==> config.mk <==
export PLATFORM = sky130hd
export DESIGN_NAME = trc_capture_ctl
export DESIGN_NICKNAME = d
export VERILOG_FILES = /design/src/rtl/trc_capture_pkg.sv /design/src/rtl/trc_ptr_unit.sv /design/src/rtl/trc_wm_unit.sv /design/src/rtl/trc_ctrl_unit.sv /design/src/rtl/trc_capture_ctl.sv
export SDC_FILE = /design/constraint.sdc
export NUM_CORES = 1
export LEC_CHECK = 0
export BUFFER_PORTS_ARGS = -buffer_cell sky130_fd_sc_hd__clkbuf_2
export CORE_ASPECT_RATIO = 0.6
export CORE_MARGIN = 2
export CORE_UTILIZATION = 46
export DETAILED_ROUTE_END_ITERATION = 12
export GPL_ROUTABILITY_DRIVEN = 1
export PLACE_DENSITY_LB_ADDON = 0.08
export SYNTH_ARGS = -nofsm -noshare
export SYNTH_HDL_FRONTEND = slang
export SYNTH_HIERARCHICAL = 1
export SYNTH_SLANG_ARGS = --single-unit
==> constraint.sdc <==
create_clock -name clk -period 6 [get_ports clk]
set_clock_uncertainty 0.05 [all_clocks]
set_input_delay 1.5 -clock clk [delete_from_list [all_inputs] [get_ports clk]]
set_output_delay 1.5 -clock clk [all_outputs]
set_load 0.05 [all_outputs]
==> src/rtl/trc_capture_pkg.sv <==
package trc_capture_pkg;
  localparam int CW_EN       = 31;
  localparam int CW_HALT     = 9;
  localparam int CW_STOP_EN  = 6;
  localparam int CW_START_EN = 5;
  localparam int MASK_W      = 5;

  localparam int FW_AUTOSTOP = 0;
  localparam int FW_AUTOHALT = 1;
  localparam int FW_WM_LSB   = 2;

  typedef enum logic [1:0] {
    SEL_CTRL = 2'd0,
    SEL_PTR  = 2'd1,
    SEL_FLOW = 2'd2,
    SEL_NONE = 2'd3
  } reg_sel_e;
endpackage

==> src/rtl/trc_ptr_unit.sv <==
module trc_ptr_unit
  import trc_capture_pkg::*;
#(
  parameter int ADDR_W = 8
) (
  input  logic              clk,
  input  logic              rst,
  input  logic              load,
  input  logic [ADDR_W-1:0] load_val,
  input  logic              adv,
  input  logic [MASK_W-1:0] mask,
  output logic [ADDR_W-1:0] ptr_q,
  output logic [ADDR_W-1:0] ptr_adv
);
  logic              full_wrap;
  logic [ADDR_W-1:0] low_mask;
  logic [ADDR_W-1:0] inc;

  assign full_wrap = (mask == '0) || (32'(mask) >= ADDR_W);

  for (genvar gi = 0; gi < ADDR_W; gi++) begin : g_mask
    assign low_mask[gi] = full_wrap || (32'(mask) > gi);
  end

  assign inc     = ptr_q + 1'b1;
  assign ptr_adv = (ptr_q & ~low_mask) | (inc & low_mask);

  always_ff @(posedge clk) begin
    if (rst)       ptr_q <= '0;
    else if (load) ptr_q <= load_val;
    else if (adv)  ptr_q <= ptr_adv;
  end
endmodule

==> src/rtl/trc_wm_unit.sv <==
module trc_wm_unit
  import trc_capture_pkg::*;
#(
  parameter int ADDR_W = 8
) (
  input  logic              clk,
  input  logic              rst,
  input  logic              flow_wr,
  input  logic              ptr_wr,
  input  logic [31:0]       wr_data,
  input  logic              write_done,
  input  logic [ADDR_W-1:0] ptr_adv,
  output logic              stop_hit,
  output logic              halt_hit,
  output logic              wm_lock
);
  logic [ADDR_W-1:0] wm_q;
  logic              autostop_q;
  logic              autohalt_q;
  logic              match;

  assign match    = write_done && !flow_wr && (ptr_adv == wm_q);
  assign stop_hit = match && autostop_q;
  assign halt_hit = match && autohalt_q;

  always_ff @(posedge clk) begin
    if (rst) begin
      wm_q       <= '0;
      autostop_q <= 1'b0;
      autohalt_q <= 1'b0;
    end else if (flow_wr) begin
      wm_q       <= wr_data[FW_WM_LSB +: ADDR_W];
      autostop_q <= wr_data[FW_AUTOSTOP];
      autohalt_q <= wr_data[FW_AUTOHALT];
    end
  end

  always_ff @(posedge clk) begin
    if (rst)                     wm_lock <= 1'b0;
    else if (flow_wr || ptr_wr)  wm_lock <= 1'b0;
    else if (stop_hit)           wm_lock <= 1'b1;
  end
endmodule

==> src/rtl/trc_ctrl_unit.sv <==
module trc_ctrl_unit
  import trc_capture_pkg::*;
(
  input  logic              clk,
  input  logic              rst,
  input  logic              ctrl_wr,
  input  logic [31:0]       wr_data,
  input  logic              trig_start,
  input  logic              trig_stop,
  input  logic              stop_hit,
  input  logic              halt_hit,
  input  logic              wm_lock,
  input  logic              dbg_en,
  output logic              en_q,
  output logic              halt_q,
  output logic              start_en_q,
  output logic              stop_en_q,
  output logic [MASK_W-1:0] mask_q,
  output logic              halt_req
);
  logic en_nxt;
  logic halt_nxt;

  always_comb begin
    en_nxt = en_q;
    if (ctrl_wr)                                   en_nxt = wr_data[CW_EN];
    else if (stop_en_q && trig_stop)               en_nxt = 1'b0;
    else if (stop_hit)                             en_nxt = 1'b0;
    else if (start_en_q && trig_start && !wm_lock) en_nxt = 1'b1;
  end

  always_comb begin
    halt_nxt = halt_q;
    if (ctrl_wr)       halt_nxt = wr_data[CW_HALT];
    else if (halt_hit) halt_nxt = 1'b1;
  end

  always_ff @(posedge clk) begin
    if (rst) begin
      en_q       <= 1'b0;
      halt_q     <= 1'b0;
      start_en_q <= 1'b0;
      stop_en_q  <= 1'b0;
      mask_q     <= '0;
      halt_req   <= 1'b0;
    end else begin
      en_q     <= en_nxt;
      halt_q   <= halt_nxt;
      halt_req <= halt_nxt && dbg_en;
      if (ctrl_wr) begin
        start_en_q <= wr_data[CW_START_EN];
        stop_en_q  <= wr_data[CW_STOP_EN];
        mask_q     <= wr_data[MASK_W-1:0];
      end
    end
  end
endmodule

==> src/rtl/trc_capture_ctl.sv <==
module trc_capture_ctl
  import trc_capture_pkg::*;
#(
  parameter int ADDR_W = 8,
  parameter int DATA_W = 32
) (
  input  logic              clk,
  input  logic              rst,
  input  logic              trc_valid,
  input  logic [DATA_W-1:0] trc_data,
  input  logic              trig_start,
  input  logic              trig_stop,
  input  logic              dbg_en,
  input  logic              wr_en,
  input  logic [1:0]        wr_sel,
  input  logic [31:0]       wr_data,
  output logic              ram_we,
  output logic [ADDR_W-1:0] ram_addr,
  output logic [DATA_W-1:0] ram_wdata,
  output logic              halt_req,
  output logic [31:0]       ctrl_word
);
  logic              ctrl_wr;
  logic              ptr_wr;
  logic              flow_wr;
  logic              do_write;
  logic [ADDR_W-1:0] ptr_q;
  logic [ADDR_W-1:0] ptr_adv;
  logic              stop_hit;
  logic              halt_hit;
  logic              wm_lock;
  logic              en_q;
  logic              halt_q;
  logic              start_en_q;
  logic              stop_en_q;
  logic [MASK_W-1:0] mask_q;

  assign ctrl_wr  = wr_en && (wr_sel == SEL_CTRL);
  assign ptr_wr   = wr_en && (wr_sel == SEL_PTR);
  assign flow_wr  = wr_en && (wr_sel == SEL_FLOW);
  assign do_write = en_q && trc_valid && !ptr_wr;

  trc_ptr_unit #(.ADDR_W(ADDR_W)) u_ptr (
    .clk      (clk),
    .rst      (rst),
    .load     (ptr_wr),
    .load_val (wr_data[ADDR_W-1:0]),
    .adv      (do_write),
    .mask     (mask_q),
    .ptr_q    (ptr_q),
    .ptr_adv  (ptr_adv)
  );

  trc_wm_unit #(.ADDR_W(ADDR_W)) u_wm (
    .clk        (clk),
    .rst        (rst),
    .flow_wr    (flow_wr),
    .ptr_wr     (ptr_wr),
    .wr_data    (wr_data),
    .write_done (do_write),
    .ptr_adv    (ptr_adv),
    .stop_hit   (stop_hit),
    .halt_hit   (halt_hit),
    .wm_lock    (wm_lock)
  );

  trc_ctrl_unit u_ctrl (
    .clk        (clk),
    .rst        (rst),
    .ctrl_wr    (ctrl_wr),
    .wr_data    (wr_data),
    .trig_start (trig_start),
    .trig_stop  (trig_stop),
    .stop_hit   (stop_hit),
    .halt_hit   (halt_hit),
    .wm_lock    (wm_lock),
    .dbg_en     (dbg_en),
    .en_q       (en_q),
    .halt_q     (halt_q),
    .start_en_q (start_en_q),
    .stop_en_q  (stop_en_q),
    .mask_q     (mask_q),
    .halt_req   (halt_req)
  );

  always_ff @(posedge clk) begin
    if (rst) begin
      ram_we    <= 1'b0;
      ram_addr  <= '0;
      ram_wdata <= '0;
    end else begin
      ram_we <= do_write;
      if (do_write) begin
        ram_addr  <= ptr_q;
        ram_wdata <= trc_data;
      end
    end
  end

  always_comb begin
    ctrl_word                  = '0;
    ctrl_word[CW_EN]           = en_q;
    ctrl_word[CW_HALT]         = halt_q;
    ctrl_word[CW_STOP_EN]      = stop_en_q;
    ctrl_word[CW_START_EN]     = start_en_q;
    ctrl_word[MASK_W-1:0]      = mask_q;
  end
endmodule

==> results.sh, run 1 <==
export IMPL_yosysTopAreaCellShare_pct=38.5
export IMPL_synth_warnings=6
export IMPL_num_rows=25
export IMPL_cts_tree="yes"
export IMPL_crit_type="primary input to register"
export IMPL_yosys_area_top_type="dfxtp_1"
export IMPL_coreArea_um2=7760
export IMPL_startpoint="wr_sel[1]"
export IMPL_end_kind="register"
export IMPL_clk_pin_slew_worst_paths_ns=0.05
export IMPL_vias=2750
export IMPL_grt_overflow_total=0
export IMPL_worstMarginPinSlew_ns=0.841
export IMPL_drt_vias_per_instance=4.72
export IMPL_p_leak_nw=1.78
export IMPL_place_congestion=0.825
export IMPL_antenna_found_initial=0
export IMPL_worstPathArrival_ns=3.35
export IMPL_worstSkewPairLatency_ns=0.33
export IMPL_antennaDiodeCount=0
export IMPL_clockRootBuffer="clkbuf_16"
export IMPL_p_sw_share_pct=25.7
export IMPL_numCtsBuffers=9
export IMPL_synth_avg_cell_area_um2=9.58
export IMPL_internal_power_mw=0.858
export IMPL_rr_endpoint="u_ctrl/en_q"
export IMPL_finalCriticalPeriod_ns=3.15
export IMPL_clk_path_buf_depth=2
export IMPL_drt_pass1_iterations=4
export IMPL_vdd_ir_drop_max_mv=0.161
export IMPL_finish_net_count=545
export IMPL_comb_power_share_pct=13.2
export IMPL_reg2reg_depth=11
export IMPL_worstSetupStartpointType="primary input"
export IMPL_syn_inst=380
export IMPL_seq_power_share_pct=42.3
export IMPL_timing_final_crit_share_pct=52.5
export IMPL_ys_types=46
export IMPL_hold_viol_final=0
export IMPL_endpoint="u_ctrl/en_q"
export IMPL_ctsResizeCount=0
export IMPL_status="finished, final reports clean"
export IMPL_fin_hold_ws_ns=0.419
export IMPL_p_per_area_nw_per_um2=268
export IMPL_ys_seq_area_share_pct=38.5
export IMPL_clkPwrFrac_pct=44.6
export IMPL_synth_cell_area_um2=3640
export IMPL_reg2reg_from="u_ctrl/mask_q[1]"
export IMPL_rsz0062_at_grt="false"
export IMPL_hp_class="register to register"
export IMPL_die_w_um=119
export IMPL_cts_hold_fix_buffers=0
export IMPL_setup_tns_ns=0
export IMPL_ys_top_cells_by_area="dfxtp_1, mux2i_1, nand2b_1"
export IMPL_first_global_vias=2466
export IMPL_dp_hpwl_mm=5.49
export IMPL_syn_to_final_growth_pct=18.4
export IMPL_drt_iter0_markers=134
export IMPL_drt_wl_total_mm=7.67
export IMPL_track_usage_pct=18.4
export IMPL_maxCapViolCount=0
export IMPL_wl_per_cell_um=13.2
export IMPL_crit_fanout=19
export IMPL_grt_pass1_wl_mm=12.2
export IMPL_dieArea_um2=8660
export IMPL_drive_gt1_share_pct=25.9
export IMPL_htreeDepth=3
export IMPL_grt_max_degree=60
export IMPL_cp_required_ns=6.20
export IMPL_cts_setup_buffers=0
export IMPL_r2r_slack_ns=3.10
export IMPL_antenna_left=0
export IMPL_die_h_um=72.9
export IMPL_synth_seq_cells=70
export IMPL_io_buffers=102
export IMPL_drv_slew=0
export IMPL_start_util_pct=46.9
export IMPL_p_switching_mw=0.296
export IMPL_setup_viol=0
export IMPL_clock_fmax_mhz=317
export IMPL_fillers=747
export IMPL_slew_headroom_pct=43.9
export IMPL_cts_num_sinks=70
export IMPL_post_route_drc_count=0
export IMPL_io_pins=147
## sequential cells by signal, indices dropped and copies added, names as in the netlist
signal	flops
u_wm/wm_q	8
u_ctrl/halt_req	1
u_wm/autohalt_q	1
u_ctrl/mask_q	5
ram_addr	8
u_ctrl/start_en_q	1
u_wm/autostop_q	1
u_wm/wm_lock	1
ram_wdata	32
u_ptr/ptr_q	8
u_ctrl/stop_en_q	1
ram_we	1
u_ctrl/halt_q	1
u_ctrl/en_q	1
## routing by layer
layer | share of wire [%] | global-route usage, % | wire, um | vias to the layer above
met5 | 0 | 0 | 0 | -
met1 | 49 | 24.7 | 3790 | 1263
met2 | 41 | 25.9 | 3180 | 80
li1 | - | - | - | 1400
met4 | 1.1 | 7.28 | 85 | 0
met3 | 8.0 | 8.05 | 610 | 7
## worst min path at each step
stage | from | to | slack (ns) | cells after the start
floorplan | u_wm/wm_lock | u_wm/wm_lock | 0.37 | 1
global placement | ram_wdata[21] | ram_wdata[21] | 0.41 | 2
detailed placement | ram_wdata[3] | ram_wdata[3] | 0.41 | 2
CTS | ram_wdata[14] | ram_wdata[14] | 0.42 | 2
global route | ram_wdata[30] | ram_wdata[30] | 0.43 | 2
finish | ram_wdata[30] | ram_wdata[30] | 0.42 | 2
## layout make-up
cell class | count | area (um2) | share of cell area (%)
multi-input combinational | 277 | 1920 | 44.7
sequential | 70 | 1400 | 32.5
timing repair buffer | 105 | 533 | 12.4
clock buffer | 14 | 254 | 5.90
tap | 108 | 135 | 3.14
clock inverter | 1 | 30.0 | 0.697
inverter | 8 | 30.0 | 0.697
## synthesized netlist by cell type, drive strengths merged
cell     count
nand4b       1
a2111oi      1
buf         37
o31ai        1
ha           1
conb         1
clkinv       1
a21o         1
a31oi        2
o21ai        2
and3         2
and2         4
inv          7
a311oi       3
or2          2
nand4        2
clkbuf      10
nor3b        1
nor4         1
nand3b       1
or3          1
dfxtp       70
a21boi       1
and3b        2
xor2         5
nand2        4
a21oi        8
nand3        7
mux2i       57
nor3         5
o21bai       1
nand2b      82
and4         1
o31a         1
nor2        27
xnor2       15
nor2b        3
a211oi       9
## cells by family after synthesis
family | Yosys count | share of synthesized area [%]
xor+xnor | 20 | 4.81
fa+ha+maj | 1 | 0.344
buf+inv | 55 | 10.9
simple gates | 146 | 23.2
flops | 70 | 38.5
other cells | 1 | 0.103
mux | 57 | 15.7
compound gates | 30 | 6.43
## worst max-delay path, cell delays in order
cell and delay, ns:
clkbuf_2 0.09, nand3b_1 0.17, and3_2 0.42, nand4b_1 0.21, nor3_1 0.09, and2_1 0.16
a211oi_1 0.38, o21ai_0 0.15, a21oi_1 0.17
## power groups by stage
stage / combinational [mW] / sequential (mW) / clock, mW
after CTS: 0.152 / 0.488 / 0.531
final: 0.152 / 0.488 / 0.514
after global placement: 0.150 / 0.497 / 0
after detailed placement: 0.152 / 0.498 / 0
after global routing: 0.163 / 0.489 / 0.552
after floorplan: 0.115 / 0.513 / 0
## layout by cell type (no fill, tap or decap), drive strengths merged, types with 8 or more instances in the layout
cell and instances:
nor2 27, conb 23, a21oi 8, nand2b 82, dfxtp 70, a211oi 9
xnor2 15, clkbuf 116, mux2i 57
## through the flow
step	utilization (%)	power, mW	setup WS, ns	area [um2]	std cells
floorplan	-	0.628	3.04	3720	402
global placement	51.9	0.647	2.57	4020	568
detailed placement	51.9	0.649	2.53	4020	568
CTS	55.5	1.17	2.87	4310	583
global route	55.5	1.20	2.69	4310	583
finish	55.5	1.15	2.85	4310	583
Power figures use the tool's default switching activity.
==> run 2, diff against run 1 <==
clock period = 3.2 ns   (was 6 ns; I/O delays follow)
==> run 2 against run 1 <==
Effect of this change: total power increased by 84%; cell count increased by 0.69%; wire length is essentially flat; sequential cell count stayed put; first-iteration DRC count up 3.0%; die area unchanged; largest power group unchanged.
==> results.sh, run 2 (synthesis results as in run 1) <==
export IMPL_status="finished, final reports clean"
export IMPL_ctsResizeCount=0
export IMPL_hp_class="register to register"
export IMPL_largest_register_ffs=32
export IMPL_antennaDiodeCount=0
export IMPL_slew_headroom_pct=57.7
export IMPL_startpoint="u_ctrl/mask_q[1]"
export IMPL_cts_hold_fix_buffers=0
export IMPL_grt_busiest_layer="met2"
export IMPL_timing_final_crit_share_pct=86.2
export IMPL_num_rows=25
export IMPL_post_route_drc_count=0
export IMPL_hold_viol_final=0
export IMPL_antenna_found_initial=0
export IMPL_setup_viol=0
export IMPL_clk_pin_slew_worst_paths_ns=0.05
export IMPL_crit_type="register to register"
export IMPL_numCtsBuffers=9
export IMPL_htreeDepth=3
export IMPL_drt_iter0_markers=138
export IMPL_wl_per_cell_um=13.1
export IMPL_finish_net_count=548
export IMPL_clockRootBuffer="clkbuf_16"
export IMPL_p_switching_mw=0.550
export IMPL_met3_usage_pct=6.17
export IMPL_cts_tree="yes"
export IMPL_start_util_pct=46.9
export IMPL_clk_path_buf_depth=2
export IMPL_antenna_left=0
export IMPL_worstPathArrival_ns=2.96
export IMPL_reg2reg_depth=11
export IMPL_dpl_cell_area_um2=4050
export IMPL_drive_gt1_share_pct=26.5
export IMPL_grt_overflow_total=0
export IMPL_drt_vias_per_instance=4.70
export IMPL_cts_setup_buffers=0
export IMPL_coreArea_um2=7760
export IMPL_drt_wl_total_mm=7.67
export IMPL_largest_register="ram_wdata"
export IMPL_drt_pass1_iterations=5
export IMPL_crit_fanout=9
export IMPL_comb_power_share_pct=13.4
export IMPL_cpPeakStageDelay_ns=0.54
export IMPL_io_pins=147
export IMPL_die_h_um=72.9
export IMPL_clkPwrFrac_pct=43.6
export IMPL_rsz0062_at_grt="false"
export IMPL_track_usage_pct=18.5
export IMPL_cpMaxStageDelayCell="or3_1"
export IMPL_cts_num_sinks=70
export IMPL_r2r_slack_ns=0.44
export IMPL_stdcell_area_um2=4330
export IMPL_die_w_um=119
export IMPL_finalCriticalPeriod_ns=2.76
export IMPL_endpoint="u_ctrl/en_q"
export IMPL_worstSetupStartpointType="register"
export IMPL_dp_hpwl_mm=5.53
export IMPL_grt_util_met1_pct=25.1
export IMPL_worst_path_buf_inv=0
export IMPL_fillers=739
export IMPL_clock_fmax_mhz=363
export IMPL_maxCapViolCount=0
export IMPL_path_depth=11
export IMPL_internal_power_mw=1.58
export IMPL_path_delay_family="simple AND/OR/NAND/NOR gates"
export IMPL_first_global_vias=2520
export IMPL_dieArea_um2=8660
export IMPL_final_core_util_pct=55.8
export IMPL_end_kind="register"
export IMPL_grt_max_degree=45
export IMPL_final_cell_mix="clkbuf_2, nand2b_1, dfxtp_1, mux2i_1, nor2_1"
export IMPL_reg2reg_from="u_ctrl/mask_q[1]"
export IMPL_grt_use_met2_pct=27.8
export IMPL_place_congestion=0.829
export IMPL_p_per_area_nw_per_um2=492
export IMPL_vdd_ir_drop_max_mv=0.296
export IMPL_io_buffers=102
export IMPL_worstSkewPairLatency_ns=0.32
export IMPL_worstMarginPinSlew_ns=0.629
export IMPL_rr_endpoint="u_ctrl/en_q"
export IMPL_crit_chain="or3_1 > a21oi_1 > and2_1 > xnor2_1 > xnor2_1 > nand3_1 > nor3_1 > and2_1 > a211oi_1 > o21ai_0 > a21oi_1"
export IMPL_final_common_cell="clkbuf_2"
export IMPL_p_sw_share_pct=25.9
export IMPL_syn_to_final_growth_pct=18.9
export IMPL_drv_slew=0
export IMPL_setup_tns_ns=0
export IMPL_cp_required_ns=3.41
export IMPL_p_leak_nw=1.80
export IMPL_grt_pass1_wl_mm=12.5
export IMPL_vias=2760
export IMPL_seq_power_share_pct=43.0
run 2: cell count changes in the layout (fill, tap and decap cells not counted), sizes merged:
cell	change
buf	+3
clkbuf	+2
bufinv	-1
run 2: worst min-delay path by stage:
stage / startpoint / endpoint / slack, ns / cells after the start
2_1_floorplan: u_wm/wm_lock / u_wm/wm_lock / 0.37 / 1
3_3_place_gp: ram_wdata[21] / ram_wdata[21] / 0.41 / 2
3_5_place_dp: ram_wdata[21] / ram_wdata[21] / 0.41 / 2
4_1_cts: ram_wdata[11] / ram_wdata[11] / 0.42 / 2
5_1_grt: ram_wdata[21] / ram_wdata[21] / 0.44 / 2
6_report: ram_wdata[11] / ram_wdata[11] / 0.42 / 2
run 2: cell type report:
type / instances / area, um2 / share of cell area [%]
multi-input combinational: 277 / 1920 / 44.5
sequential: 70 / 1400 / 32.4
timing repair buffer: 108 / 556 / 12.8
clock buffer: 16 / 282 / 6.50
tap: 108 / 135 / 3.12
inverter: 8 / 30.0 / 0.694
run 2: stage by stage:
step           power [mW]  setup WS, ns  cells  hold WS (ns)
2_1_floorplan        1.18         0.657    402         0.369
3_3_place_gp         1.22         0.513    571         0.407
3_5_place_dp         1.22         0.475    571         0.414
4_1_cts              2.16         0.447    587         0.425
5_1_grt              2.23         0.245    587         0.444
6_report             2.13         0.443    587         0.421
run 2: power groups by stage:
| stage | clock [mW] | combinational, mW | sequential, mW |
|---|---|---|---|
| global route | 1.00 | 0.309 | 0.917 |
| finish | 0.927 | 0.286 | 0.914 |
| CTS | 0.962 | 0.288 | 0.914 |
| floorplan | 0 | 0.215 | 0.963 |
| detailed placement | 0 | 0.287 | 0.932 |
| global placement | 0 | 0.284 | 0.932 |
run 2: tightest hold or removal path, delay by kind of cell, from the launching register on:
family	cells	cell delay, ns
DFF	1	0.31
and+or+nand+nor	1	0.06
muxes	1	0.05
run 2: metal layers:
metal,vias up,wire (um)
li1,1408,-
met1,1265,3800
met2,83,3320
met3,4,512
met4,0,44
met5,-,0
==> run 3, diff against run 2 <==
REMOVE_ABC_BUFFERS = 1   (was not set)
==> run 3 against run 2 <==
Effect of this change: sequential cell count unchanged; total power is 12% higher; critical path depth stayed put; register-to-register slack gained 0.07 ns; worst setup slack improved by 0.069 ns; clock-buffer cell count down 5; wire length rose by 4.6%; die area unchanged; clock power rose by 26%; via count grew 0.18%; largest power group unchanged; global-route usage increased by 0.71 points.
==> results.sh, run 3 (synthesis results as in run 1) <==
export IMPL_status="finished, final reports clean"
export IMPL_largest_register="ram_wdata"
export IMPL_antenna_found_initial=0
export IMPL_internal_power_mw=1.79
export IMPL_post_route_drc_count=0
export IMPL_grt_overflow_total=0
export IMPL_num_rows=25
export IMPL_fin_ws_ns=0.512
export IMPL_final_common_cell="clkbuf_2"
export IMPL_numCtsBuffers=9
export IMPL_dp_hpwl_mm=5.79
export IMPL_slew_headroom_pct=58.8
export IMPL_drv_slew=0
export IMPL_clkPwrFrac_pct=49.3
export IMPL_comb_power_share_pct=12.3
export IMPL_setup_tns_ns=0
export IMPL_cts_num_sinks=70
export IMPL_r2r_slack_ns=0.51
export IMPL_pre_cts_ws_ns=0.587
export IMPL_worstPathArrival_ns=2.88
export IMPL_die_w_um=119
export IMPL_maxCapViolCount=0
export IMPL_clk_path_buf_depth=2
export IMPL_htreeDepth=3
export IMPL_timing_final_crit_share_pct=84.0
export IMPL_clockRootBuffer="clkbuf_16"
export IMPL_io_pins=147
export IMPL_first_global_vias=2638
export IMPL_worstSkewPairLatency_ns=0.33
export IMPL_cts_setup_buffers=0
export IMPL_grt_max_degree=82
export IMPL_setup_viol=0
export IMPL_worstMarginPinSlew_ns=0.619
export IMPL_worstSetupStartpointType="register"
export IMPL_coreArea_um2=7760
export IMPL_vias=2765
export IMPL_start_util_pct=46.9
export IMPL_hold_viol_final=0
export IMPL_p_sw_share_pct=24.5
export IMPL_p_per_area_nw_per_um2=538
export IMPL_antenna_left=0
export IMPL_p_leak_nw=1.84
export IMPL_vdd_ir_drop_max_mv=0.270
export IMPL_crit_fanout=7
export IMPL_finish_net_count=550
export IMPL_cp_required_ns=3.39
export IMPL_ctsResizeCount=0
export IMPL_dieArea_um2=8660
export IMPL_crit_type="register to register"
export IMPL_grt_pass1_wl_mm=12.9
export IMPL_syn_to_final_growth_pct=21.4
export IMPL_end_kind="register"
export IMPL_drt_pass1_iterations=4
export IMPL_wl_per_cell_um=13.6
export IMPL_hp_class="register to register"
export IMPL_drive_gt1_share_pct=27.7
export IMPL_rsz0062_at_grt="false"
export IMPL_drt_iter0_markers=162
export IMPL_largest_register_ffs=32
export IMPL_clock_fmax_mhz=372
export IMPL_clk_pin_slew_worst_paths_ns=0.06
export IMPL_finalCriticalPeriod_ns=2.69
export IMPL_place_congestion=0.842
export IMPL_die_h_um=72.9
export IMPL_drt_wl_total_mm=8.03
export IMPL_antennaDiodeCount=0
export IMPL_p_switching_mw=0.583
export IMPL_cts_tree="yes"
export IMPL_drt_vias_per_instance=4.69
export IMPL_final_cell_mix="clkbuf_2, nand2b_1, dfxtp_1, mux2i_1, nor2_1"
export IMPL_seq_power_share_pct=38.4
export IMPL_track_usage_pct=19.2
export IMPL_cts_hold_fix_buffers=0
export IMPL_io_buffers=102
## run 3: cell types whose count changed in the layout (fill, tap and decap cells not counted), sizes merged
cell,change
clkbuf,-5
bufinv,+3
buf,+2
clkinvlp,+2
## run 3: power groups by stage
stage | clock, mW | sequential, mW | combinational (mW)
after floorplan | 0 | 0.970 | 0.162
after global placement | 0 | 0.931 | 0.288
after detailed placement | 0 | 0.932 | 0.291
after CTS | 1.20 | 0.913 | 0.293
after global routing | 1.23 | 0.916 | 0.314
final | 1.17 | 0.913 | 0.292
## run 3: worst max-delay path: stages, from the launching register on
cell      delay [ns]
dfxtp_1         0.36
or3_1           0.55
a21oi_1         0.28
and2_1          0.18
xnor2_1         0.15
xnor2_1         0.10
nand3_1         0.14
nor3_1          0.07
and2_1          0.15
a211oi_1        0.25
o21ai_0         0.13
a21oi_1         0.20
## run 3: routing by layer
metal	vias up	global-route usage (%)	share of wire, %
met2	77	28.9	43
met5	-	0	0
li1	1407	-	-
met3	7	5.47	6.2
met4	0	7.54	1.1
met1	1274	26.2	50
## run 3: cell type report
| class | count | area [um2] |
|---|---|---|
| fillers | 723 | 3340 |
| multi-input cells | 277 | 1920 |
| flip-flops and latches | 70 | 1400 |
| repair buffers | 110 | 571 |
| clock buffers | 11 | 253 |
| well taps | 108 | 135 |
| clock inverters | 5 | 105 |
| inverters | 8 | 30.0 |
## run 3: through the flow
| stage | instance area [um2] | power, mW | cells | util [%] | hold slack (ns) |
|---|---|---|---|---|---|
| 3_5_place_dp | 4060 | 1.22 | 573 | 52.4 | 0.387 |
| 2_1_floorplan | 3350 | 1.13 | 355 | - | 0.369 |
| 4_1_cts | 4420 | 2.40 | 589 | 57.0 | 0.400 |
| 6_report | 4420 | 2.38 | 589 | 57.0 | 0.399 |
| 5_1_grt | 4420 | 2.46 | 589 | 57.0 | 0.424 |
| 3_3_place_gp | 4060 | 1.22 | 573 | 52.4 | 0.390 |
## run 3: worst paths after layout
path                     from            to  depth (start not counted)
max reg2reg  u_ctrl/mask_q[2]   u_ctrl/en_q                         11
max          u_ctrl/mask_q[2]   u_ctrl/en_q                         11
min reg2reg      u_wm/wm_lock  u_wm/wm_lock                          1
min              u_wm/wm_lock  u_wm/wm_lock                          1
